<file path="config.mk">
export PLATFORM = sky130hd
export DESIGN_NAME = mbif_bank
export DESIGN_NICKNAME = d
export VERILOG_FILES = /design/src/rtl/mbif_pkg.sv /design/src/rtl/mbif_lane_dec.sv /design/src/rtl/mbif_flag_cell.sv /design/src/rtl/mbif_mask_reg.sv /design/src/rtl/mbif_irq_comb.sv /design/src/rtl/mbif_bank.sv
export SDC_FILE = /design/constraint.sdc
export NUM_CORES = 1
export LEC_CHECK = 0
export BUFFER_PORTS_ARGS = -buffer_cell sky130_fd_sc_hd__buf_4
export CAP_MARGIN = 20
export CORE_ASPECT_RATIO = 1.4
export CORE_MARGIN = 5
export CORE_UTILIZATION = 46
export CTS_CLUSTER_SIZE = 24
export DETAILED_ROUTE_END_ITERATION = 8
export GPL_TIMING_DRIVEN = 0
export PLACE_DENSITY_LB_ADDON = 0.3
export SLEW_MARGIN = 10
export SYNTH_ARGS = -nofsm -noshare
export SYNTH_HDL_FRONTEND = slang
export SYNTH_SLANG_ARGS = --single-unit
</file>
<file path="constraint.sdc">
create_clock -name clk -period 1.98 [get_ports clk]
set_clock_uncertainty 0.2 [all_clocks]
set_input_delay 0.198 -clock clk [delete_from_list [all_inputs] [get_ports clk]]
set_output_delay 0.198 -clock clk [all_outputs]
set_load 0.05 [all_outputs]
</file>
<file path="src/rtl/mbif_pkg.sv">
package mbif_pkg;
   typedef enum logic {
      REG_MASK = 1'b0,
      REG_FLAG = 1'b1
   } reg_sel_e;
endpackage

</file>
<file path="src/rtl/mbif_lane_dec.sv">
module mbif_lane_dec #(
   parameter int NBUF   = 16,
   parameter int LANE_W = 8,
   localparam int NLANE = NBUF / LANE_W
) (
   input  logic             rd_i,
   input  logic             wr_i,
   input  logic             sel_i,
   input  logic [NLANE-1:0] be_i,
   output logic [NBUF-1:0]  bit_en_o,
   output logic             flag_rd_o,
   output logic             flag_wr_o,
   output logic             mask_wr_o
);
   import mbif_pkg::*;

   if (NBUF % LANE_W != 0) begin : g_bad_split
      $error("mbif_lane_dec: NBUF must be a multiple of LANE_W");
   end

   for (genvar l = 0; l < NLANE; l++) begin : g_lane
      assign bit_en_o[l*LANE_W +: LANE_W] = {LANE_W{be_i[l]}};
   end

   always_comb begin
      flag_rd_o = rd_i && (sel_i == REG_FLAG);
      flag_wr_o = wr_i && (sel_i == REG_FLAG);
      mask_wr_o = wr_i && (sel_i == REG_MASK);
   end
endmodule

</file>
<file path="src/rtl/mbif_flag_cell.sv">
module mbif_flag_cell (
   input  logic clk,
   input  logic rst_n,
   input  logic evt_i,
   input  logic rd_hit_i,
   input  logic wr_hit_i,
   input  logic wbit_i,
   output logic flag_o
);
   logic flag_q;
   logic arm_q;

   always_ff @(posedge clk or negedge rst_n) begin
      if (!rst_n) begin
         flag_q <= 1'b0;
         arm_q  <= 1'b0;
      end else begin
         if (evt_i)
            flag_q <= 1'b1;
         else if (wr_hit_i && arm_q && !wbit_i)
            flag_q <= 1'b0;

         if (evt_i || wr_hit_i)
            arm_q <= 1'b0;
         else if (rd_hit_i)
            arm_q <= flag_q;
      end
   end

   assign flag_o = flag_q;

   AST_EVT_SETS: assert property (@(posedge clk) disable iff (!rst_n)
      evt_i |=> flag_q);
   AST_CLR_NEEDS_ARM: assert property (@(posedge clk) disable iff (!rst_n)
      $fell(flag_q) |-> $past(arm_q && wr_hit_i && !wbit_i && !evt_i));
   AST_ARM_NEEDS_READ: assert property (@(posedge clk) disable iff (!rst_n)
      $rose(arm_q) |-> $past(rd_hit_i && flag_q && !wr_hit_i));
   AST_NO_WRITE_SET: assert property (@(posedge clk) disable iff (!rst_n)
      (!flag_q && !evt_i) |=> !flag_q);
   AST_SET_WINS: assert property (@(posedge clk) disable iff (!rst_n)
      (evt_i && wr_hit_i && arm_q && !wbit_i) |=> flag_q);
endmodule

</file>
<file path="src/rtl/mbif_mask_reg.sv">
module mbif_mask_reg #(
   parameter int NBUF = 16
) (
   input  logic            clk,
   input  logic            rst_n,
   input  logic            wr_i,
   input  logic [NBUF-1:0] bit_en_i,
   input  logic [NBUF-1:0] wdata_i,
   output logic [NBUF-1:0] mask_o
);
   logic [NBUF-1:0] mask_q;

   always_ff @(posedge clk or negedge rst_n) begin
      if (!rst_n)
         mask_q <= '0;
      else if (wr_i)
         mask_q <= (mask_q & ~bit_en_i) | (wdata_i & bit_en_i);
   end

   assign mask_o = mask_q;

   AST_MASK_HOLD: assert property (@(posedge clk) disable iff (!rst_n)
      !wr_i |=> $stable(mask_q));
   AST_MASK_LANE_KEEP: assert property (@(posedge clk) disable iff (!rst_n)
      wr_i |=> ((mask_q & ~$past(bit_en_i)) == ($past(mask_q) & ~$past(bit_en_i))));
endmodule

</file>
<file path="src/rtl/mbif_irq_comb.sv">
module mbif_irq_comb #(
   parameter int NBUF    = 16,
   parameter bit IRQ_REG = 1'b1
) (
   input  logic            clk,
   input  logic            rst_n,
   input  logic [NBUF-1:0] flag_i,
   input  logic [NBUF-1:0] mask_i,
   output logic [NBUF-1:0] req_o,
   output logic            irq_o
);
   logic any_req;

   assign req_o   = flag_i & mask_i;
   assign any_req = |req_o;

   if (IRQ_REG) begin : g_reg
      logic irq_q;
      always_ff @(posedge clk or negedge rst_n) begin
         if (!rst_n) irq_q <= 1'b0;
         else        irq_q <= any_req;
      end
      assign irq_o = irq_q;

      AST_IRQ_RISE: assert property (@(posedge clk) disable iff (!rst_n)
         any_req |=> irq_o);
      AST_IRQ_FALL: assert property (@(posedge clk) disable iff (!rst_n)
         !any_req |=> !irq_o);
   end else begin : g_comb
      assign irq_o = any_req;
   end
endmodule

</file>
<file path="src/rtl/mbif_bank.sv">
module mbif_bank #(
   parameter int NBUF    = 16,
   parameter int LANE_W  = 8,
   parameter bit IRQ_REG = 1'b1,
   localparam int NLANE  = NBUF / LANE_W
) (
   input  logic             clk,
   input  logic             rst_n,
   input  logic [NBUF-1:0]  evt_i,
   input  logic             rd_i,
   input  logic             wr_i,
   input  logic             sel_i,
   input  logic [NLANE-1:0] be_i,
   input  logic [NBUF-1:0]  wdata_i,
   output logic [NBUF-1:0]  rdata_o,
   output logic [NBUF-1:0]  req_o,
   output logic             irq_o
);
   import mbif_pkg::*;

   if (NBUF < 1 || NBUF > 1024) begin : g_bad_nbuf
      $error("mbif_bank: NBUF out of range");
   end
   if (LANE_W < 1) begin : g_bad_lane
      $error("mbif_bank: LANE_W must be positive");
   end

   logic [NBUF-1:0] bit_en;
   logic            flag_rd;
   logic            flag_wr;
   logic            mask_wr;
   logic [NBUF-1:0] flags;
   logic [NBUF-1:0] mask;

   mbif_lane_dec #(.NBUF(NBUF), .LANE_W(LANE_W)) u_dec (
      .rd_i      (rd_i),
      .wr_i      (wr_i),
      .sel_i     (sel_i),
      .be_i      (be_i),
      .bit_en_o  (bit_en),
      .flag_rd_o (flag_rd),
      .flag_wr_o (flag_wr),
      .mask_wr_o (mask_wr)
   );

   for (genvar b = 0; b < NBUF; b++) begin : g_flag
      mbif_flag_cell u_cell (
         .clk      (clk),
         .rst_n    (rst_n),
         .evt_i    (evt_i[b]),
         .rd_hit_i (flag_rd && bit_en[b]),
         .wr_hit_i (flag_wr && bit_en[b]),
         .wbit_i   (wdata_i[b]),
         .flag_o   (flags[b])
      );
   end

   mbif_mask_reg #(.NBUF(NBUF)) u_mask (
      .clk      (clk),
      .rst_n    (rst_n),
      .wr_i     (mask_wr),
      .bit_en_i (bit_en),
      .wdata_i  (wdata_i),
      .mask_o   (mask)
   );

   mbif_irq_comb #(.NBUF(NBUF), .IRQ_REG(IRQ_REG)) u_irq (
      .clk    (clk),
      .rst_n  (rst_n),
      .flag_i (flags),
      .mask_i (mask),
      .req_o  (req_o),
      .irq_o  (irq_o)
   );

   always_comb begin
      if (!rd_i)
         rdata_o = '0;
      else if (sel_i == REG_FLAG)
         rdata_o = flags & bit_en;
      else
         rdata_o = mask & bit_en;
   end

   AST_RESET_ZERO: assert property (@(posedge clk)
      !rst_n |=> (flags == '0 && mask == '0));
   AST_REQ_NEEDS_MASK: assert property (@(posedge clk) disable iff (!rst_n)
      (req_o & ~mask) == '0);
endmodule

</file>
==> run_results.csv, run 1 <==
group,metric,value,unit
die,floorplan.core_area,0.00488,mm²
critical_path,timing.critical_path.cells,"and2_4, or4_1, or4_1",
logic_synthesis,synth_top_area_cell,"dfrtp_1",
cts,path_clk_slew,0.09,ns
logic_synthesis,synthesis.instances,197,
routing,wire_per_inst,15.5,µm
critical_path,crit_fanout,4,
cells_and_area,fin_area,0.00338,mm²
logic_synthesis,cell_types_occupying_the_most_area_after_synthesis,"dfrtp_1 (53%), mux2i_1 (14%), mux2_2 (7.8%)",
cts,cts_inserted_buffers,5,
timing,finalSetupViolCount,0,
critical_path,cp.required,1.96,ns
die,floorplan.initialDensity,47.5,%
logic_synthesis,postSynth.topFlopCell,"dfrtp_1",
critical_path,path_common_cell,"or4_1",
timing,period_minus_slack,1.94,ns
logic_synthesis,register_bit_total_from_synthesis,49,
global_routing,grt_pass1_vias,2045,
cells_and_area,final_layout_size_suffix_gt1_share,35.5,%
critical_path,r2r_cells,3,
global_routing,globalRoute.totalOverflow,0,
timing,timing.final.max_slew_violations,0,
routing,detail_route.drc_violations,0,
die,die_h,94.0,µm
logic_synthesis,yosysWarnings,0,
pwr,power_leakage,0.00159,µW
critical_path,crit_cells,3,
cts,clock_insertion_delay_worst_skew,0.30,ns
critical_path,critPathCaptureType,"register",
outcome,outcome,"complete, no violations",
die,floorplan.die_area,0.00658,mm²
global_routing,grt_antenna_before_repair,0,
routing,iteration_count_of_the_initial_detailed_routing_pass,4,
cells_and_area,num_antenna_cells,0,
placement,placed_cells_incl_taps,332,
cts,cts_root_buffer,"clkbuf_8",
critical_path,critical_path.top_delay_family,"simple AND/OR/NAND/NOR gates",
logic_synthesis,number_of_flops_mapped_to_enable_cells_by_yosys,0,
timing,slew-limit-headroom,60.3,%
cells_and_area,stdcell_count,374,
logic_synthesis,synth.distinct_cells,17,
critical_path,worst-r2r-setup-slack,0.04,ns
routing,detail_route.vias_per_cell,5.14,
timing,slew_at_the_pin_with_the_worst_max_slew_slack,0.596,ns
global_routing,grt_start_max_net_pins,50,
cts,clock_sinks,49,
cts,cts_tree,"done",
logic_synthesis,mappedNetlistArea,0.00232,mm²
placement,gp_congestion,0.765,
timing,finalHoldViolCount,0,
cells_and_area,finish.net_count,348,
routing,detailroute.via_count,1922,
timing,fin_tns_setup,0,ns
die,die_w,70.0,µm
logic_synthesis,syn_area_per_cell,11.8,µm²
routing,wl,5800,µm
logic_synthesis,synthesis.nets,236,
logic_synthesis,async_reset_ff_share,100,%
critical_path,rr_endpoint,"u_irq.irq_o$_DFF_PN0_",
pwr,fin_total_pwr,2560,µW
timing,final_critical_path_setup_slack,0.0355,ns
die,floorplan.io_pins,72,
critical_path,cpPeakStageDelay,0.52,ns
logic_synthesis,yosysTopAreaCellShare,52.9,%
critical_path,worst_ep_arrival_time,1.92,ns
placement,placement.cell_area,0.00295,mm²
pwr,power_density,760,mW/mm²
worst_hold_path,hold_path.class,"in2async",
cts,clockBufferDepth,2,
job,max_cap_viol_count,0,
cells_and_area,area.growth.synth_to_final,45.5,%
timing,rsz0062_at_grt,"no",
critical_path,cp_slowest_cell,"or4_1",
critical_path,critPathBufInv,0,
die,number_of_cell_rows,30,
pwr,vdd_drop_max,0.598,mV
routing,ant_nets,0,
critical_path,worstReg2RegStart,"g_flag[8].u_cell.flag_o$_DFFE_PN0P_",
global_routing,first_pass_grt_wire_length,9780,µm
global_routing,grtUsageTotal,18.7,%
placement,buffer_ports.inserted,71,
cts,htreeDepth,2,
critical_path,worst-setup-path-type,"reg2reg",
timing,max_clock_freq,0.514,GHz
placement,post-dp-hpwl,4200,µm
cells_and_area,layout.filler_cells,393,
logic_synthesis,seq_total_area_yosys,52.9,%
critical_path,cp-start-kind,"register",
routing,drt_iter0_drc,31,
timing,timing.final.crit_share,98.2,%
placement,post-place-ws,0.0318,ns
-- worst max path at each step --
stage                                          from                    end  slack [ns]
2_1_floorplan  g_flag[13].u_cell.flag_o$_DFFE_PN0P_  u_irq.irq_o$_DFF_PN0_        0.01
3_3_place_gp   g_flag[11].u_cell.flag_o$_DFFE_PN0P_  u_irq.irq_o$_DFF_PN0_        0.03
3_5_place_dp   g_flag[11].u_cell.flag_o$_DFFE_PN0P_  u_irq.irq_o$_DFF_PN0_        0.03
4_1_cts        g_flag[11].u_cell.flag_o$_DFFE_PN0P_  u_irq.irq_o$_DFF_PN0_        0.01
5_1_grt         g_flag[8].u_cell.flag_o$_DFFE_PN0P_  u_irq.irq_o$_DFF_PN0_       0.004
6_report        g_flag[8].u_cell.flag_o$_DFFE_PN0P_  u_irq.irq_o$_DFF_PN0_        0.04
-- stage by stage --
stage               util [%]  hold WS, ns
CTS                     68.9        0.265
global placement        60.4       0.0486
floorplan                  -       -0.298
finish                  69.2        0.246
global route            69.2        0.310
detailed placement      60.4       0.0475
-- cell families (layout without fill, tap and decap cells) --
kind of cell	count (synthesis)	in the layout	share of synthesized area (%)
simple gates	78	78	19.3
flops	49	49	52.9
mux	48	48	21.6
compound gates	16	16	5.23
buf+inv	6	119	1.08
-- synthesized netlist by cell type, drive strengths merged (4+ instances only) --
master	count
nor2	16
or4	5
nand3b	16
nor3	16
mux2i	32
a21o	16
dfrtp	49
nand2	4
mux2	16
clkbuf	4
and2	16
-- metal layers --
metal / wire [µm] / global-route usage (%) / up-vias
li1: - / - / 930
met1: 2290 / 22.0 / 925
met2: 3100 / 33.9 / 62
met3: 348 / 4.71 / 5
met4: 65 / 4.79 / 0
met5: 0 / 0 / -
-- final cells by class --
cell class / count / area (µm²) / share of cell area [%]
Clock inverter: 3 / 17.5 / 0.519
Multi-Input combinational cell: 142 / 1090 / 32.2
Buffer: 6 / 25.0 / 0.741
Sequential cell: 49 / 1230 / 36.3
Timing Repair Buffer: 105 / 871 / 25.8
Tap cell: 64 / 80.1 / 2.37
Clock buffer: 5 / 68.8 / 2.04
-- power breakdown --
part           internal [µW]  switching (µW)  leakage, µW  total, µW
clock network            244             320    0.0000439        564
registers               1080            50.5     0.000557       1130
logic                    358             514     0.000988        872
total                   1680             884      0.00159       2560
-- layout by cell type (no fill, tap or decap), types with 4 or more instances in the layout --
cell type	n
a21o_1	15
and2_1	6
and2_2	4
and2_4	6
buf_4	72
clkbuf_1	4
clkbuf_8	5
dfrtp_1	49
dlygate4sd3_1	33
mux2_2	16
mux2i_1	32
nand2_1	4
nand3b_1	16
nor2_1	16
nor3_1	16
or4_1	4
-- repair_timing --
| item | in CTS | in global routing |
|---|---|---|
| endpoints found under the setup margin | 0 | 1 |
| resized for setup | 0 | 1 |
| hold endpoints to repair | 97 | 0 |
| setup buffers | 0 | 1 |
| hold buffers | 33 | 0 |
Note: power is estimated with default switching activity, not from simulation.
==> run 2: changes to the inputs <==
--- a/config.mk
+++ b/config.mk
@@ -13,7 +13,7 @@
 export CTS_CLUSTER_SIZE = 24
 export DETAILED_ROUTE_END_ITERATION = 8
 export GPL_TIMING_DRIVEN = 0
-export PLACE_DENSITY_LB_ADDON = 0.3
+export PLACE_DENSITY = 0.75
 export SLEW_MARGIN = 10
 export SYNTH_ARGS = -nofsm -noshare
 export SYNTH_HDL_FRONTEND = slang
==> run_results.csv, run 2 (same netlist as run 1, synthesis figures left out) <==
group,metric,value,unit
outcome,outcome,"complete, no violations",
global_routing,grt_antenna_before_repair,0,
timing,finalSetupViolCount,0,
die,floorplan.core_area,0.00488,mm²
global_routing,grt_pass1_vias,2009,
critical_path,critical_path_origin,"g_flag[11].u_cell.flag_o$_DFFE_PN0P_",
die,floorplan.initialDensity,47.5,%
timing,timing.final.max_slew_violations,0,
cts,cts_tree,"done",
die,floorplan.io_pins,72,
routing,detailroute.via_count,1919,
cells_and_area,layout_commonest_cell,"buf_4",
critical_path,rr_endpoint,"u_irq.irq_o$_DFF_PN0_",
timing,slew_at_the_pin_with_the_worst_max_slew_slack,0.609,ns
pwr,power_leakage,0.00160,µW
placement,buffer_ports.inserted,71,
timing,max_clock_freq,0.515,GHz
timing,fin_tns_setup,0,ns
cells_and_area,fin_area,0.00339,mm²
cts,cts_inserted_buffers,5,
cells_and_area,stdcell_count,376,
global_routing,grt_start_max_net_pins,50,
cts,cts_root_buffer,"clkbuf_8",
global_routing,globalRoute.totalOverflow,0,
routing,ant_nets,0,
cells_and_area,utilization,69.5,%
critical_path,path_common_cell,"or4_1",
global_routing,grtUsageTotal,18.5,%
cts,clockBufferDepth,2,
cts,htreeDepth,2,
die,number_of_cell_rows,30,
critical_path,cpPeakStageDelay,0.54,ns
pwr,vdd_drop_max,0.847,mV
routing,detail_route.vias_per_cell,5.10,
cts,clock_insertion_delay_worst_skew,0.29,ns
critical_path,cp_slowest_cell,"or4_1",
routing,wl,5730,µm
critical_path,worst-r2r-setup-slack,0.04,ns
cells_and_area,layout.cells.most_common_list,"buf_4 (74), dfrtp_1 (49), dlygate4sd3_1 (33)",
global_routing,first_pass_grt_wire_length,9690,µm
timing,timing.final.crit_share,98.1,%
routing,iteration_count_of_the_initial_detailed_routing_pass,4,
job,max_cap_viol_count,0,
die,floorplan.die_area,0.00658,mm²
pwr,power_density,754,mW/mm²
placement,placed_cells_incl_taps,332,
die,die_w,70.0,µm
critical_path,r2r_cells,3,
cells_and_area,final_layout_size_suffix_gt1_share,35.3,%
critical_path,critPathBufInv,0,
timing,period_minus_slack,1.94,ns
placement,post-dp-hpwl,4140,µm
timing,slew-limit-headroom,59.4,%
critical_path,critPathCaptureType,"register",
timing,finalHoldViolCount,0,
cells_and_area,finish.net_count,350,
critical_path,worst_ep_arrival_time,1.91,ns
worst_hold_path,hold_path.class,"in2async",
routing,drt_iter0_drc,64,
critical_path,cp.required,1.94,ns
cells_and_area,num_antenna_cells,0,
critical_path,critical_path.top_delay_family,"simple AND/OR/NAND/NOR gates",
critical_path,timing.critical_path.cells,"and2_4, or4_1, or4_1",
routing,wire_per_inst,15.2,µm
timing,rsz0062_at_grt,"no",
routing,detail_route.drc_violations,0,
cts,path_clk_slew,0.08,ns
critical_path,cp-start-kind,"register",
critical_path,worstReg2RegStart,"g_flag[11].u_cell.flag_o$_DFFE_PN0P_",
placement,placement.cell_area,0.00295,mm²
die,die_h,94.0,µm
critical_path,crit_fanout,4,
critical_path,worst-setup-path-type,"reg2reg",
cells_and_area,area.growth.synth_to_final,46.1,%
placement,gp_congestion,0.720,
cts,clock_sinks,49,
timing,whs,0.262,ns
run 2: metal layers:
metal	GRT usage, %	part of all wire, %	routed length (µm)
met4	3.35	0.49	28
met2	34.1	53	3020
met1	21.8	40	2310
met5	0	0	0
met3	4.50	6.4	364
run 2: report_power, final:
part	internal [µW]	leakage [µW]	switching, µW	total [µW]
combinational	362	0.00100	514	876
sequential	1080	0.000557	48.6	1130
clock	252	0.0000395	301	553
run 2: worst register-to-register path, cell delays in order, from the launching register on:
cell	delay (ns)
dfrtp_1	0.41
and2_4	0.17
or4_1	0.54
or4_1	0.50
run 2: metrics by stage:
step | setup slack (ns) | total power, µW
floorplan | 0.0113 | 1690
global placement | 0.0319 | 1960
detailed placement | 0.0217 | 1970
finish | 0.0377 | 2560
global route | 0.000672 | 2690
CTS | 0.00618 | 2570
run 2: cell type report:
| class | instances | area, µm² |
|---|---|---|
| multi-input combinational | 142 | 1090 |
| clock buffer | 8 | 80.1 |
| fill | 384 | 1490 |
| tap | 64 | 80.1 |
| timing repair buffer | 107 | 886 |
| buffer | 6 | 25.0 |
| sequential | 49 | 1230 |
run 2: how the worst max path moves through the flow:
stage	endpoint	slack, ns	depth (start not counted)
CTS	u_irq.irq_o$_DFF_PN0_	0.006	3
global route	u_irq.irq_o$_DFF_PN0_	0.0007	3
finish	u_irq.irq_o$_DFF_PN0_	0.04	3
floorplan	u_irq.irq_o$_DFF_PN0_	0.01	3
global placement	u_irq.irq_o$_DFF_PN0_	0.03	3
detailed placement	u_irq.irq_o$_DFF_PN0_	0.02	3
run 2: repair_timing:
action	in CTS	in global routing
gates resized for setup	0	3
setup endpoints to repair	0	1
buffers inserted	0	3
hold buffers	33	0
hold endpoints to repair	97	0
